===== src/rtl/qrd_pkg.sv =====
package qrd_pkg;

    localparam int NIB_W = 4;

    typedef enum logic [2:0] {
        PH_CMD,
        PH_ADDR,
        PH_MODE,
        PH_DUMMY,
        PH_DATA,
        PH_IGNORE
    } phase_e;

    typedef struct packed {
        logic             cs_n;
        logic             rise;
        logic             fall;
        logic [NIB_W-1:0] dq;
    } bus_evt_t;

    function automatic logic mode_keeps(input logic [7:0] p);
        return p[7:4] == ~p[3:0];
    endfunction

    function automatic int max3(input int a, input int b, input int c);
        int m;
        m = (a > b) ? a : b;
        return (m > c) ? m : c;
    endfunction

endpackage


===== src/rtl/qrd_sampler.sv =====
module qrd_sampler
    import qrd_pkg::*;
(
    input  logic             clk,
    input  logic             rst,
    input  logic             cs_n,
    input  logic             sck,
    input  logic [NIB_W-1:0] dq_in,
    output bus_evt_t         evt
);

    logic             cs_q;
    logic             sck_q;
    logic             sck_d;
    logic [NIB_W-1:0] dq_q;

    always_ff @(posedge clk) begin
        if (rst) begin
            cs_q  <= 1'b1;
            sck_q <= 1'b0;
            sck_d <= 1'b0;
            dq_q  <= '0;
        end else begin
            cs_q  <= cs_n;
            sck_q <= sck;
            sck_d <= sck_q;
            dq_q  <= dq_in;
        end
    end

    always_comb begin
        evt.cs_n = cs_q;
        evt.rise = !cs_q && sck_q && !sck_d;
        evt.fall = !cs_q && !sck_q && sck_d;
        evt.dq   = dq_q;
    end

endmodule


===== src/rtl/qrd_sequencer.sv =====
module qrd_sequencer
    import qrd_pkg::*;
#(
    parameter int          ADDR_W       = 24,
    parameter int          DUMMY_CYCLES = 4,
    parameter logic [7:0]  CMD_CODE     = 8'hEB
) (
    input  logic              clk,
    input  logic              rst,
    input  logic              cs_hi,
    input  logic              rise,
    input  logic [NIB_W-1:0]  dq,
    input  logic              quad_cmd_en,
    input  logic              busy,
    output phase_e            phase,
    output logic              fetch_go,
    output logic [ADDR_W-1:0] fetch_addr
);

    localparam int ADDR_NIBS = ADDR_W / NIB_W;
    localparam int CNT_MAX   = max3(8, ADDR_NIBS, DUMMY_CYCLES);
    localparam int CNT_W     = $clog2(CNT_MAX + 1);
    localparam logic [CNT_W-1:0] ADDR_LAST  = CNT_W'(ADDR_NIBS - 1);
    localparam logic [CNT_W-1:0] DUMMY_LAST = CNT_W'(DUMMY_CYCLES - 1);
    localparam logic [CNT_W-1:0] MODE_LAST  = CNT_W'(1);

    logic [CNT_W-1:0]  cnt;
    logic [7:0]        cmd_sh;
    logic [7:0]        cmd_nx;
    logic [ADDR_W-1:0] addr_sh;
    logic [ADDR_W-1:0] addr_nx;
    logic [7:0]        mode_sh;
    logic [7:0]        mode_nx;
    logic [CNT_W-1:0]  cmd_last;
    logic              cont_q;
    logic              pend_v;
    logic              pend_keep;

    always_comb begin
        cmd_nx   = quad_cmd_en ? {cmd_sh[3:0], dq} : {cmd_sh[6:0], dq[0]};
        cmd_last = quad_cmd_en ? CNT_W'(1) : CNT_W'(7);
        addr_nx  = {addr_sh[ADDR_W-NIB_W-1:0], dq};
        mode_nx  = {mode_sh[3:0], dq};
    end

    always_ff @(posedge clk) begin
        if (rst) begin
            phase     <= PH_CMD;
            cnt       <= '0;
            cmd_sh    <= '0;
            addr_sh   <= '0;
            mode_sh   <= '0;
            cont_q    <= 1'b0;
            pend_v    <= 1'b0;
            pend_keep <= 1'b0;
            fetch_go  <= 1'b0;
        end else begin
            fetch_go <= 1'b0;
            if (cs_hi) begin
                cnt <= '0;
                if (pend_v) begin
                    cont_q <= pend_keep;
                    pend_v <= 1'b0;
                    phase  <= pend_keep ? PH_ADDR : PH_CMD;
                end else begin
                    phase  <= cont_q ? PH_ADDR : PH_CMD;
                end
            end else if (rise) begin
                unique case (phase)
                    PH_CMD: begin
                        cmd_sh <= cmd_nx;
                        if (cnt == cmd_last) begin
                            cnt   <= '0;
                            phase <= (cmd_nx == CMD_CODE && !busy) ? PH_ADDR : PH_IGNORE;
                        end else begin
                            cnt <= cnt + 1'b1;
                        end
                    end
                    PH_ADDR: begin
                        addr_sh <= addr_nx;
                        if (cnt == ADDR_LAST) begin
                            cnt <= '0;
                            if (busy) begin
                                phase <= PH_IGNORE;
                            end else begin
                                phase    <= PH_MODE;
                                fetch_go <= 1'b1;
                            end
                        end else begin
                            cnt <= cnt + 1'b1;
                        end
                    end
                    PH_MODE: begin
                        mode_sh <= mode_nx;
                        if (cnt == MODE_LAST) begin
                            cnt       <= '0;
                            pend_v    <= 1'b1;
                            pend_keep <= mode_keeps(mode_nx);
                            phase     <= PH_DUMMY;
                        end else begin
                            cnt <= cnt + 1'b1;
                        end
                    end
                    PH_DUMMY: begin
                        if (cnt == DUMMY_LAST) begin
                            cnt   <= '0;
                            phase <= PH_DATA;
                        end else begin
                            cnt <= cnt + 1'b1;
                        end
                    end
                    default: begin
                        cnt <= cnt;
                    end
                endcase
            end
        end
    end

    assign fetch_addr = addr_sh;

    // the continuous flag only moves while chip select is high
    p_cont_steady_r7: assert property (@(posedge clk) disable iff (rst)
        (!cs_hi && $past(!cs_hi)) |-> $stable(cont_q));

    // a fetch is launched exactly as the mode phase begins
    p_fetch_at_mode_r4: assert property (@(posedge clk) disable iff (rst)
        fetch_go |-> (phase == PH_MODE));

    // the data phase is entered only from the dummy phase
    p_data_after_dummy_r5: assert property (@(posedge clk) disable iff (rst)
        (phase == PH_DATA && $past(phase) != PH_DATA) |-> ($past(phase) == PH_DUMMY));

    // a refused read stays refused until chip select rises
    p_ignore_sticky_r9: assert property (@(posedge clk) disable iff (rst)
        (phase == PH_IGNORE && !cs_hi) |=> (phase == PH_IGNORE));

endmodule


===== src/rtl/qrd_stream.sv =====
module qrd_stream
    import qrd_pkg::*;
#(
    parameter int ADDR_W = 24
) (
    input  logic              clk,
    input  logic              rst,
    input  logic              cs_hi,
    input  logic              fall,
    input  phase_e            phase,
    input  logic              fetch_go,
    input  logic [ADDR_W-1:0] fetch_addr,
    output logic              mem_rd_en,
    output logic [ADDR_W-1:0] mem_addr,
    input  logic [7:0]        mem_rdata,
    output logic [NIB_W-1:0]  dq_out,
    output logic              dq_oe
);

    localparam logic [ADDR_W-1:0] ADDR_ONE = ADDR_W'(1);

    logic [ADDR_W-1:0] ptr;
    logic              rd_wait;
    logic [7:0]        next_byte;
    logic [7:0]        cur_byte;
    logic              nib_lo;

    always_ff @(posedge clk) begin
        if (rst) begin
            mem_rd_en <= 1'b0;
            mem_addr  <= '0;
            ptr       <= '0;
            rd_wait   <= 1'b0;
            next_byte <= '0;
            cur_byte  <= '0;
            nib_lo    <= 1'b0;
            dq_out    <= '0;
            dq_oe     <= 1'b0;
        end else begin
            mem_rd_en <= 1'b0;
            rd_wait   <= mem_rd_en;
            if (rd_wait) begin
                next_byte <= mem_rdata;
            end
            if (cs_hi) begin
                dq_oe  <= 1'b0;
                dq_out <= '0;
                nib_lo <= 1'b0;
            end else if (fetch_go) begin
                mem_rd_en <= 1'b1;
                mem_addr  <= fetch_addr;
                ptr       <= fetch_addr + ADDR_ONE;
                nib_lo    <= 1'b0;
            end else if (fall && phase == PH_DATA) begin
                dq_oe <= 1'b1;
                if (!nib_lo) begin
                    dq_out    <= next_byte[7:4];
                    cur_byte  <= next_byte;
                    mem_rd_en <= 1'b1;
                    mem_addr  <= ptr;
                    ptr       <= ptr + ADDR_ONE;
                    nib_lo    <= 1'b1;
                end else begin
                    dq_out <= cur_byte[3:0];
                    nib_lo <= 1'b0;
                end
            end
        end
    end

    // lines are driven only while the sequencer is in its data phase
    p_oe_data_only_r10: assert property (@(posedge clk) disable iff (rst)
        dq_oe |-> (phase == PH_DATA));

    // chip select high releases the lines on the next clock
    p_release_r10: assert property (@(posedge clk) disable iff (rst)
        cs_hi |=> !dq_oe);

    // no memory request while a refused transaction is in progress
    p_no_read_ignored_r9: assert property (@(posedge clk) disable iff (rst)
        (phase == PH_IGNORE && $past(phase) == PH_IGNORE) |-> !mem_rd_en);

endmodule


===== src/rtl/qrd_flash_read.sv =====
module qrd_flash_read
    import qrd_pkg::*;
#(
    parameter int         ADDR_W       = 24,
    parameter int         DUMMY_CYCLES = 4,
    parameter logic [7:0] CMD_CODE     = 8'hEB
) (
    input  logic              clk,
    input  logic              rst,
    input  logic              cs_n,
    input  logic              sck,
    input  logic [3:0]        dq_in,
    input  logic              quad_cmd_en,
    input  logic              busy,
    output logic [3:0]        dq_out,
    output logic              dq_oe,
    output logic              mem_rd_en,
    output logic [ADDR_W-1:0] mem_addr,
    input  logic [7:0]        mem_rdata
);

    bus_evt_t          evt;
    phase_e            phase;
    logic              fetch_go;
    logic [ADDR_W-1:0] fetch_addr;

    qrd_sampler i_sampler (
        .clk   (clk),
        .rst   (rst),
        .cs_n  (cs_n),
        .sck   (sck),
        .dq_in (dq_in),
        .evt   (evt)
    );

    qrd_sequencer #(
        .ADDR_W       (ADDR_W),
        .DUMMY_CYCLES (DUMMY_CYCLES),
        .CMD_CODE     (CMD_CODE)
    ) i_sequencer (
        .clk         (clk),
        .rst         (rst),
        .cs_hi       (evt.cs_n),
        .rise        (evt.rise),
        .dq          (evt.dq),
        .quad_cmd_en (quad_cmd_en),
        .busy        (busy),
        .phase       (phase),
        .fetch_go    (fetch_go),
        .fetch_addr  (fetch_addr)
    );

    qrd_stream #(
        .ADDR_W (ADDR_W)
    ) i_stream (
        .clk        (clk),
        .rst        (rst),
        .cs_hi      (evt.cs_n),
        .fall       (evt.fall),
        .phase      (phase),
        .fetch_go   (fetch_go),
        .fetch_addr (fetch_addr),
        .mem_rd_en  (mem_rd_en),
        .mem_addr   (mem_addr),
        .mem_rdata  (mem_rdata),
        .dq_out     (dq_out),
        .dq_oe      (dq_oe)
    );

    // nothing is driven or requested in the cycle after reset
    p_reset_quiet_r1: assert property (@(posedge clk)
        $past(rst) |-> (!dq_oe && !mem_rd_en));

endmodule


===== config.mk =====
export PLATFORM = sky130hd
export DESIGN_NAME = qrd_flash_read
export DESIGN_NICKNAME = d
export VERILOG_FILES = /design/src/rtl/qrd_pkg.sv /design/src/rtl/qrd_sampler.sv /design/src/rtl/qrd_sequencer.sv /design/src/rtl/qrd_stream.sv /design/src/rtl/qrd_flash_read.sv
export SDC_FILE = /design/constraint.sdc
export NUM_CORES = 1
export LEC_CHECK = 0
export BUFFER_PORTS_ARGS = -buffer_cell sky130_fd_sc_hd__buf_2
export CORE_UTILIZATION = 55
export CTS_CLUSTER_SIZE = 10
export DETAILED_ROUTE_END_ITERATION = 10
export GPL_ROUTABILITY_DRIVEN = 0
export PLACE_DENSITY_LB_ADDON = 0.15
export SYNTH_ARGS = -nofsm -noshare
export SYNTH_HDL_FRONTEND = slang
export SYNTH_SLANG_ARGS = --single-unit

===== constraint.sdc =====
create_clock -name clk -period 7.1 [get_ports clk]
set_clock_uncertainty 0.05 [all_clocks]
set_input_delay 1.42 -clock clk [delete_from_list [all_inputs] [get_ports clk]]
set_output_delay 1.42 -clock clk [all_outputs]
set_load 0.05 [all_outputs]

==> results of run 1 <==
worst max-delay path: cells and delay by family, from the launching register on:
kind	cells	cell delay [ps]
AND/OR/NAND/NOR	2	760
buffers and inverters	1	650
multiplexers	1	230
AO/OA/AOI/OAI	2	1090
flip-flops	1	310
metrics by stage:
| stage | total power, W | area [µm²] | utilization | std cells |
|---|---|---|---|---|
| global route | 0.00167 | 6590 | 0.662 | 849 |
| detailed placement | 0.000747 | 5970 | 0.600 | 818 |
| finish | 0.00162 | 6590 | 0.662 | 849 |
| floorplan | 0.000734 | 5750 | - | 683 |
| global placement | 0.000746 | 5970 | 0.600 | 818 |
| CTS | 0.00163 | 6590 | 0.662 | 849 |
logic make-up (layout without fill, tap and decap cells):
| logic type | after synthesis | after routing | share of synthesized area |
|---|---|---|---|
| multiplexers | 55 | 55 | 0.0978 |
| flip-flops | 121 | 121 | 0.421 |
| buffers and inverters | 58 | 91 | 0.0452 |
| XOR/XNOR | 7 | 7 | 0.0107 |
| AND/OR/NAND/NOR | 283 | 283 | 0.243 |
| AO/OA/AOI/OAI | 156 | 156 | 0.176 |
| adder cells (fa/ha/maj) | 3 | 3 | 0.00652 |
layer usage:
metal | vias up | wire [µm]
li1 | 2492 | -
met1 | 2332 | 6040
met2 | 144 | 6360
met3 | 16 | 551
met4 | 0 | 180
met5 | - | 0
sequential cells by signal (all words and copies together) (netlist names), 7 cells and up:
signal	cells
i_sequencer.cmd_sh	7
i_sequencer.fetch_addr	24
i_stream.mem_addr	24
i_stream.next_byte	8
i_stream.ptr	24
power by group through the flow:
stage               sequential [W]  clock, W  combinational [W]
floorplan                 0.000704         0          0.0000308
global placement          0.000705         0          0.0000404
detailed placement        0.000706         0          0.0000412
CTS                       0.000691  0.000899          0.0000414
global route              0.000692  0.000935          0.0000458
finish                    0.000691  0.000888          0.0000415
area by class of cell:
type | count | area share
well taps | 133 | 0.0253
clock inverters | 12 | 0.0264
inverters | 8 | 0.00456
clock buffers | 19 | 0.0670
repair buffers | 52 | 0.0418
flip-flops and latches | 121 | 0.368
multi-input cells | 504 | 0.467
final timing paths:
check / slack, ps / end / depth (start not counted) / startpoint
setup / recovery: 3820 / i_stream.ptr[19] / 6 / i_sequencer.fetch_go
hold reg to reg: 400 / i_stream.mem_addr[20] / 2 / i_stream.mem_addr[20]
hold / removal: 400 / i_stream.mem_addr[20] / 2 / i_stream.mem_addr[20]
setup reg to reg: 3820 / i_stream.ptr[19] / 6 / i_sequencer.fetch_go
layout by cell type (no fill, tap or decap), types with 4 or more instances in the layout:
master and instances:
a211oi_1 28, a21oi_1 53, a31oi_1 6, buf_2 46, buf_4 6, bufinv_16 4
clkbuf_16 16, clkinvlp_4 4, dfxtp_1 120, inv_1 8, mux2_2 10, mux2i_1 45
nand2_1 88, nand2b_1 7, nand3_1 28, nand3b_1 4, nand4_1 11, nand4b_1 6
nor2_1 77, nor2b_1 11, nor3_1 14, nor4_1 5, o211ai_1 5, o21ai_0 25
xnor2_1 4
==> summary by stage, run 1 <==
Synthesis
Among all cell types in the netlist, the one instantiated most often is dfxtp_1. A synthesized cell averages between 8 and 9 µm². In the post-synthesis netlist, the biggest area contributors are dfxtp_1 42%, mux2i_1 7.8%, nand2_1 5.7%. The flip-flop and latch count after synthesis is around 120. The area share of the largest cell type after synthesis is 0.421.

The yosys synthesis warning count is 0. Counting every net in the synthesized netlist gives a little over 700. Ranked by instance count, the synthesized netlist is headed by 121 x dfxtp_1, 88 x nand2_1, 77 x nor2_1. Of the synthesized area, sequential elements account for 0.421. Yosys mapped a number of flops with a built-in enable equal to 0.

For this run, the leading register cell type out of synthesis is dfxtp_1. Synthesis instantiated slightly above 70 different standard cells from the library. The post-synth design cell area is around 5800 µm². After synthesis, the share of flip-flops with an asynchronous set or reset is 0. The cell count after synthesis is roughly 700. The biggest area consumer among synthesized cells is dfxtp_1.

Global routing
The number of antenna violations at the first check in global routing is 0. The via count of the first global-routing pass is 4731. In the global route stage, met2 resource usage came out at 0.425. Entering global routing, the biggest net connects 81 pins.

The total global routing track utilization is 0.252. After global routing the overflow that remains totals 0. For met3 alone, demand over resource in global routing was 0.0576. The global-route wire length before repair is 22400 µm. The met1 demand-to-capacity share in global routing is 0.317. met2 is the most crowded layer.

Power and ir drop
The net switching power figure is about 0.00034 W. The logic gate share of total power is 0.026. The power density over the cells is 246 nW/µm².

For this design the static power due to leakage is ~2.3 nW. Across the VDD grid, the largest voltage drop is around 0.18 mV. The design internal power is between 0.001 and 0.0015 W. The switching share of total power is 0.208. Of the total power, registers draw 0.427.

The clock group share of total power is 0.548.

Placement
The HPWL after detailed placement is ~8500 µm. OpenSTA, run right after detailed placement, puts the worst setup slack at between 3000 and 4000 ps. Input and output buffers added on the ports amount to 47.

Drt
Dividing the detail-routed wire length by the instance count gives between 15 and 20 µm. The via count is roughly 5000. The antenna violation net count after detailed routing is 0. For this run, design rule violations remaining after detail routing come to 0.

The first detailed-routing pass took 5 iterations. In the routed layout, each cell is associated on average with a via count of between 5 and 6. After detailed routing, the total wire length is between 10000 and 15000 µm. The number of violations reported at the end of detailed-routing iteration 0 is roughly 410.

Floorplan
From left edge to right edge, the die measures ~100 µm. The overall die area is 10900 µm². The number of placed I/O pins is 48. The die is around 100 µm tall. The core region is about 10000 µm². The number of standard-cell rows in the floorplan is 36. The starting utilization of the core area is 0.578.

Clocking
The later pin in the worst-skew pair is clocked with a latency of between 500 and 600 ps. The H-tree generated during clock tree synthesis spans 4 levels. The count of cells resized by post-cts repair is 0.

The TritonCTS clock tree is built. Buffers added to address setup during post-CTS repair amount to 0. The root buffer cell chosen for the clock tree is clkbuf_8. The number of buffers inserted by hold repair at cts is 0. The maximum buffer depth of the clock tree is 2. After clock tree synthesis, the clock-pin slew on the worst setup and hold paths is ~60 ps. The clock buffer count from CTS is 17. The clock drives between 100 and 150 sinks.

Critical path
On the worst path, the slowest cell contributes a delay of between 900 and 1000 ps. The worst path arrival time is 3590 ps. The worst setup path is launched from a flop. The data required time of the critical path is roughly 7400 ps.

Walking the worst path, the cells encountered are buf_4 -> nand3_2 -> a222oi_1 -> and4_1 -> mux2i_1 -> o311ai_1. The capturing element type of the critical path is a flop. On the critical path, the stage with the largest delay is an instance of a222oi_1. Along the worst path, the maximum fanout reaches 80.

By startpoint and endpoint, the worst setup path is classified as flop to flop.

Finish
For this run, the post-layout net count is roughly 730. The filler cells instantiated in the layout total ~830. The area occupied by multi-input gates is 3080 µm².

The layout overhead on the synthesized area is 14.5%. Registers take ~2400 µm². The repair_antennas step left the layout with diodes totalling 0. The share of final-layout standard cells stronger than drive strength 1 is 0.154.

Min path
The min-delay analysis places its worst path in the category flop to flop.

Run status
The flow ran to the end, and the final reports show no timing, DRC or antenna violations.

Timing
The actual slew at the worst max-slew pin is between 1000 and 1500 ps. The final number of setup-violating endpoints is 0. Setup repair after global routing left no endpoint under its margin. The worst setup margin is 3820 ps. The final number of max-transition violations is 0. The number of endpoints with negative hold slack in the final report is 0. The highest clock rate is between 0.3 and 0.4 GHz. Measured against its own limit, the worst slew margin works out to 0.271. The minimum hold slack is just over 400 ps.

The clock period could shrink to 3280 ps. The total negative slack is 0 ps. Dividing the final minimum period by the clock period gives 0.461.

Job
The tool flagged a number of max-cap violations equal to 0.
No activity file was read; power rests on OpenSTA's default activity.
==> run 2: changes to the inputs <==
--- a/config.mk
+++ b/config.mk
@@ -5,8 +5,9 @@
 export SDC_FILE = /design/constraint.sdc
 export NUM_CORES = 1
 export LEC_CHECK = 0
+export ABC_AREA = 1
 export BUFFER_PORTS_ARGS = -buffer_cell sky130_fd_sc_hd__buf_2
-export CORE_UTILIZATION = 55
+export CORE_UTILIZATION = 54
 export CTS_CLUSTER_SIZE = 10
 export DETAILED_ROUTE_END_ITERATION = 10
 export GPL_ROUTABILITY_DRIVEN = 0
==> constraint.sdc (replaced) <==
create_clock -name clk -period 2.8 [get_ports clk]
set_clock_uncertainty 0.05 [all_clocks]
set_input_delay 0.56 -clock clk [delete_from_list [all_inputs] [get_ports clk]]
set_output_delay 0.56 -clock clk [all_outputs]
set_load 0.05 [all_outputs]
==> summary by stage, run 2 <==
Drt
The total length of routed wires is 13700 µm (was 13100 µm). The remaining routing DRC violations is 0 (unchanged). The first-pass detailed-route iteration total was 5 (unchanged). The antenna violation net count after detailed routing is 0 (unchanged).

The final routed wire length divided by cell count is 13.3 µm (was 15.5 µm). The via count came to 5408 (was 4984). The ratio of routed vias to standard cells came to 5.24 (was 5.87). The number of violations reported at the end of detailed-routing iteration 0 was 427 (was 405).

Finish
The number of standard cells in the final layout excluding fillers came to 1032 (was 849). The share of final-layout standard cells stronger than drive strength 1 was 0.162 (was 0.154). The most common cell after layout, fill and taps aside is nand2_1 (was dfxtp_1).

The finished layout cell area is 6740 µm² (was 6590 µm²). The layout overhead on the synthesized area is 14.5% (about the same). Most frequent cells in the layout: 177 x nand2_1, 141 x nor2_1, 121 x dfxtp_1 (was 120 x dfxtp_1, 88 x nand2_1, 77 x nor2_1). The final net count was 907 (was 725). The number of antenna cells inserted is 0 (unchanged).

Synthesis
The post-synth design cell area was 5890 µm² (was 5750 µm²). The cell count after synthesis was 849 (was 683). The post-synthesis net count is 870 (was 704).

The distinct cell type count of the synthesized netlist is 37 (was 71). The leading cell type by number of instances after synthesis was nand2_1 (was dfxtp_1). The number of flops mapped to enable cells by yosys is 0 (unchanged).

The portion of the post-synthesis area used by sequential elements is 0.411 (was 0.421). The area share of the largest cell type after synthesis was 0.411 (was 0.421). The average footprint of a synthesized cell is 6.94 µm² (was 8.42 µm²).

The proportion of synthesized flip-flops having asynchronous set or reset is 0 (unchanged). The biggest area consumer among synthesized cells is dfxtp_1 (unchanged). The flip-flop and latch count after synthesis is 121 (unchanged).

Most frequent cells after synthesis: 177 x nand2_1, 141 x nor2_1, 121 x dfxtp_1 (was 121 x dfxtp_1, 88 x nand2_1, 77 x nor2_1). The yosys synthesis warning count came to 0 (unchanged). Synth top area cells: dfxtp_1 41%, nand2_1 11%, nor2_1 9.0% (was dfxtp_1 42%, mux2i_1 7.8%, nand2_1 5.7%). The prevailing post-synth register cell is dfxtp_1 (unchanged).

Min path
The worst hold path endpoint is i_sampler.cs_q (was i_stream.mem_addr[20]). The hold path depth is 2 (unchanged). The class of the most critical hold timing path is primary input to flop (was flop to flop).

The worst hold path startpoint is cs_n (was i_stream.mem_addr[20]).

Power and ir drop
The maximum ir drop on the vdd rail is 0.351 mV (was 0.184 mV). The power density over the cells is 615 nW/µm² (was 246 nW/µm²). The static leakage power is 2.95 nW (was 2.28 nW).

Placement
The total of buffers placed on input and output ports is 47 (unchanged). The placement-stage cell area is 6130 µm² (was 5970 µm²). The number of placed instances with taps included is 1003 (was 818). The setup slack after placement is 701 ps (was 3650 ps).

The HPWL after detailed placement is 9490 µm (was 8550 µm).

Global routing
The pin count of the biggest net entering global routing is 50 (was 81). The global-route wire length before repair was 23100 µm (was 22400 µm). The total global routing track utilization is 0.256 (was 0.252). The leftover overflow at the end of global routing is 0 (unchanged). The via count of the first global-routing pass is 4999 (was 4731). The number of antenna violations at the first check in global routing came to 0 (unchanged).

Floorplan
The overall die area came to 11300 µm² (was 10900 µm²). The starting utilization of the core area was 0.563 (was 0.578). The area of the core is 10500 µm² (was 9950 µm²). The number of standard-cell rows in the floorplan was 37 (was 36). The die outline height is 106 µm (was 104 µm).

The width of the die came to 106 µm (was 104 µm). The number of placed I/O pins is 48 (unchanged).

Run status
Run status: complete, no violations (unchanged).

Clocking
The count of buffers added by post-CTS timing repair for setup is 0 (unchanged). The TritonCTS sink count is 121 (unchanged). The clock root buffer master is clkbuf_8 (unchanged). The TritonCTS clock tree is built (unchanged). The post-CTS clock slew at the launch and capture registers of the worst setup and hold paths is 60 ps (about the same). The insertion delay to the later sink of the worst-skew pair is 520 ps (was 510 ps). The number of buffers inserted by hold repair at cts is 0 (unchanged). The depth of the CTS H-tree is 4 (unchanged).

The clock buffer count from CTS is 17 (unchanged). The count of cells resized by post-cts repair was 0 (unchanged). The maximum buffer depth of the clock tree is 2 (unchanged).

Timing
Setup repair after global routing missed its margin: false (unchanged). The headroom to the max-slew limit was 0.561 (was 0.271). The actual slew at the worst max-slew pin is 657 ps (was 1090 ps). The minimum clock period was 2140 ps (was 3280 ps).

The final number of max-transition violations is 0 (unchanged). The total negative slack is 0 ps (unchanged). The post-route clock period utilization is 0.764 (was 0.461).

The minimum hold slack is 172 ps (was 403 ps). The number of endpoints with negative hold slack in the final report is 0 (unchanged). The final number of setup-violating endpoints is 0 (unchanged). The worst setup margin came to 660 ps (was 3820 ps). The highest clock rate is 0.467 GHz (was 0.305 GHz).

Critical path
The launch point of the worst path was i_sequencer.fetch_go (unchanged). The worst-case register-to-register setup slack was 660 ps (was 3820 ps). The element type at the critical path start was a flop (unchanged). The maximum fanout encountered on the critical timing path is 22 (was 80).

The critical path class is flop to flop (unchanged). The capturing element type of the critical path was a flop (unchanged). Critical path cell sequence: buf_4 -> buf_4 -> nand2_1 -> o21ai_2 -> nand2_1 -> nor2_4 -> nand2_1 -> inv_1 -> nand3_1 -> nand2_1 -> nand3_1 -> nand2_1 -> inv_1 (was buf_4 -> nand3_2 -> a222oi_1 -> and4_1 -> mux2i_1 -> o311ai_1). The worst path arrival time is 2520 ps (was 3590 ps).

The reg-to-reg endpoint is i_stream.ptr[23] (was i_stream.ptr[19]). The number of cells traversed by the worst register-to-register path came to 13 (was 6). The slowest cell on the critical path was dfxtp_1 (was a222oi_1). The cell that appears most often on the critical path is nand2_1.

The largest stage delay on the critical path is 420 ps (was 980 ps). The data required time of the critical path is 3180 ps (was 7410 ps). The launch instance of the worst register-to-register path is i_sequencer.fetch_go (unchanged).

Job
The number of max-cap violations was 0 (unchanged).
==> run 2: power breakdown <==
group / internal, W / switching [W]
clock network: 0.00152 / 0.000743
logic: 0.0000408 / 0.0000887
registers: 0.00174 / 0.0000146
total: 0.00330 / 0.000846
==> run 2: layer usage <==
metal | part of all wire | routed length (µm) | up-vias | track usage
met1 | 0.47 | 6390 | 2438 | 0.338
met3 | 0.051 | 702 | 27 | 0.0484
met4 | 0.024 | 329 | 0 | 0.118
met2 | 0.46 | 6310 | 182 | 0.405
li1 | - | - | 2761 | -
met5 | 0 | 0 | - | 0
==> run 2: cell type report <==
class	instances	area (µm²)
clock buffer	21	469
clock inverter	8	144
fill	925	3720
inverter	97	367
multi-input combinational	594	2860
sequential	121	2420
tap	136	170
timing repair buffer	55	308
==> run 2: cell families (layout without fill, tap and decap cells) <==
kind of cell	Yosys count	in the layout	synth area share
and+or+nand+nor	408	408	0.308
AOI/OAI and AO/OA	172	172	0.155
buffers and inverters	134	181	0.103
DFF	121	121	0.411
xor gates and xnor gates	11	11	0.0164
adders and majority gates	3	3	0.00637
==> run 2: how the worst max path moves through the flow <==
stage / slack, ps / cells past startpoint / end
2_1_floorplan: 1070 / 14 / i_stream.ptr[10]
3_3_place_gp: 800 / 13 / i_stream.ptr[23]
3_5_place_dp: 700 / 13 / i_stream.ptr[23]
4_1_cts: 680 / 12 / i_stream.ptr[22]
5_1_grt: 420 / 13 / i_stream.ptr[23]
6_report: 660 / 13 / i_stream.ptr[23]
==> run 2: worst max-delay path: cells and delay by family (launching register included) <==
kind	cells	cell delay (ps)
and+or+nand+nor	8	810
buffers and inverters	4	670
DFF	1	420
AOI/OAI and AO/OA	1	100
==> run 2: stage by stage <==
| step | total power, W | utilization |
|---|---|---|
| after floorplan | 0.00187 | - |
| after global placement | 0.00191 | 0.586 |
| after detailed placement | 0.00192 | 0.586 |
| after CTS | 0.00417 | 0.644 |
| after global routing | 0.00427 | 0.644 |
| final | 0.00415 | 0.644 |
==> run 3: changes to the inputs <==
--- a/config.mk
+++ b/config.mk
@@ -7,7 +7,7 @@
 export LEC_CHECK = 0
 export ABC_AREA = 1
 export BUFFER_PORTS_ARGS = -buffer_cell sky130_fd_sc_hd__buf_2
-export CORE_UTILIZATION = 54
+export CORE_UTILIZATION = 55
 export CTS_CLUSTER_SIZE = 10
 export DETAILED_ROUTE_END_ITERATION = 10
 export GPL_ROUTABILITY_DRIVEN = 0
==> constraint.sdc (replaced) <==
create_clock -name clk -period 2.1 [get_ports clk]
set_clock_uncertainty 0.05 [all_clocks]
set_input_delay 0.42 -clock clk [delete_from_list [all_inputs] [get_ports clk]]
set_output_delay 0.42 -clock clk [all_outputs]
set_load 0.05 [all_outputs]
==> summary by stage, run 3 (synthesis gave the netlist of run 2 again) <==
Run status
Run status: complete, no violations (unchanged).

Critical path
The largest stage delay on the critical path was 360 ps (was 420 ps). The launch point of the worst path is i_sequencer.fetch_go (unchanged). The critical path class is flop to flop (unchanged).

The most frequent cell on the critical path is nand2_1 (unchanged). The number of buffer and inverter instances along the worst setup path came to 3 (was 4). The maximum fanout encountered on the critical timing path was 24 (was 22). The family of cells with the greatest summed delay on the critical path is simple AND/OR/NAND/NOR gates (unchanged).

The capturing element type of the critical path was a flop (unchanged). The launch instance of the worst register-to-register path is i_sequencer.fetch_go (unchanged). The worst path arrival time is 2250 ps (was 2520 ps). The slowest cell on the critical path is dfxtp_2 (was dfxtp_1). The data required time of the critical path is 2440 ps (was 3180 ps). The element type at the critical path start is a flop (unchanged).

Critical path cell sequence: inv_4 -> buf_12 -> nand2_1 -> nand2_1 -> inv_1 -> nor2_8 -> nand2_2 -> nor2_2 -> nand2_1 -> a21boi_1 -> a21oi_1 (was buf_4 -> buf_4 -> nand2_1 -> o21ai_2 -> nand2_1 -> nor2_4 -> nand2_1 -> inv_1 -> nand3_1 -> nand2_1 -> nand3_1 -> nand2_1 -> inv_1).

Drt
The total length of routed wires is 13900 µm (was 13700 µm). The number of violations reported at the end of detailed-routing iteration 0 is 474 (was 427). The ratio of routed vias to standard cells is 5.19 (was 5.24). The via count is 5436 (was 5408). The remaining routing DRC violations is 0 (unchanged).

The antenna violation net count after detailed routing came to 0 (unchanged). The first-pass detailed-route iteration total is 5 (unchanged). The final routed wire length divided by cell count is 13.2 µm (was 13.3 µm).

Finish
The final net count is 919 (was 907). The share of the core filled with cells in the final layout came to 0.664 (was 0.644). Most frequent cells in the layout: 177 x nand2_1, 141 x nor2_1, 120 x dfxtp_1 (was 177 x nand2_1, 141 x nor2_1, 121 x dfxtp_1). The number of antenna cells inserted is 0 (unchanged).

The finished layout cell area is 6890 µm² (was 6740 µm²). The share of final-layout standard cells stronger than drive strength 1 is 0.177 (was 0.162). The number of standard cells in the final layout excluding fillers is 1047 (was 1032). The layout overhead on the synthesized area is 17.0% (was 14.5%). The most common cell after layout, fill and taps aside is nand2_1 (unchanged).

Floorplan
The die outline height came to 105 µm (was 106 µm). The number of placed I/O pins came to 48 (unchanged). The overall die area was 11100 µm² (was 11300 µm²).

The number of standard-cell rows in the floorplan came to 37 (unchanged). The area of the core is 10400 µm² (was 10500 µm²). The width of the die is 105 µm (was 106 µm). The starting utilization of the core area was 0.568 (was 0.563).

Placement
The number of placed instances with taps included was 1013 (was 1003). The total of buffers placed on input and output ports is 47 (unchanged). The placement-stage cell area is 6240 µm² (was 6130 µm²). The HPWL after detailed placement is 9580 µm (was 9490 µm).

Timing
The final number of max-transition violations is 0 (unchanged). The headroom to the max-slew limit is 0.634 (was 0.561). The highest clock rate is 0.526 GHz (was 0.467 GHz).

The total negative slack is 0 ps (unchanged). The actual slew at the worst max-slew pin came to 547 ps (was 657 ps). The post-route clock period utilization is 0.906 (was 0.764). The number of endpoints with negative hold slack in the final report is 0 (unchanged). Setup repair after global routing missed its margin: false (unchanged). The final number of setup-violating endpoints was 0 (unchanged).

The minimum clock period is 1900 ps (was 2140 ps).

Global routing
The number of antenna violations at the first check in global routing is 0 (unchanged). The leftover overflow at the end of global routing is 0 (unchanged). The global-route wire length before repair was 23600 µm (was 23100 µm). The pin count of the biggest net entering global routing was 38 (was 50). The via count of the first global-routing pass is 5152 (was 4999). The total global routing track utilization is 0.266 (was 0.256).

Clocking
The depth of the CTS H-tree is 4 (unchanged). The TritonCTS sink count was 121 (unchanged). The TritonCTS clock tree was built (unchanged). The post-CTS clock slew at the launch and capture registers of the worst setup and hold paths was 60 ps (about the same). The insertion delay to the later sink of the worst-skew pair was 520 ps (about the same). The clock buffer count from CTS is 17 (unchanged). The maximum buffer depth of the clock tree was 2 (unchanged). The clock root buffer master is clkbuf_8 (unchanged). The number of buffers inserted by hold repair at cts was 0 (unchanged).

Min path
The worst hold path startpoint is cs_n (unchanged). The class of the most critical hold timing path is primary input to flop (unchanged).

Power and ir drop
The power density over the cells came to 808 nW/µm² (was 615 nW/µm²). The total design power is 0.00557 W (was 0.00415 W). The static leakage power is 3.01 nW (was 2.95 nW). The maximum ir drop on the vdd rail is 0.536 mV (was 0.351 mV).

Job
The number of max-cap violations is 0 (unchanged).
## run 3: worst paths after layout
path                      end  slack, ps  cells past startpoint
min reg2reg  i_stream.rd_wait        390                      2
max          i_stream.ptr[12]        200                     11
max reg2reg  i_stream.ptr[12]        200                     11
min            i_sampler.cs_q         40                      2
## run 3: metrics by stage
| step | hold slack, ps | setup WS (ps) |
|---|---|---|
| 6_report | 37.4 | 198 |
| 3_5_place_dp | 386 | 168 |
| 3_3_place_gp | 377 | 231 |
| 4_1_cts | 26.4 | 96.4 |
| 5_1_grt | 37.2 | 68.0 |
| 2_1_floorplan | 374 | 375 |
## run 3: final cells by class
type                       instances  area (µm²)
clock buffer                      19         432
timing repair buffer              67         435
inverter                          97         370
multi-input combinational        594        2870
tap                              136         170
fill                             949        3480
clock inverter                    13         193
sequential                       121        2420
## run 3: repair_timing
action,CTS,global route
endpoints found under the setup margin,0,5
gates resized for setup,0,3
setup buffers,0,2
## run 3: metal layers
layer / track usage / vias up / part of all wire
met5: 0 / - / 0
met4: 0.0915 / 0 / 0.014
met3: 0.0686 / 18 / 0.048
met2: 0.418 / 135 / 0.46
met1: 0.355 / 2494 / 0.48
li1: - / 2789 / -
## run 3: power breakdown
| group | internal, W | switching (W) | leakage [nW] |
|---|---|---|---|
| logic | 0.0000572 | 0.000122 | 1.73 |
| registers | 0.00232 | 0.0000196 | 0.977 |
| clock network | 0.00197 | 0.00108 | 0.299 |
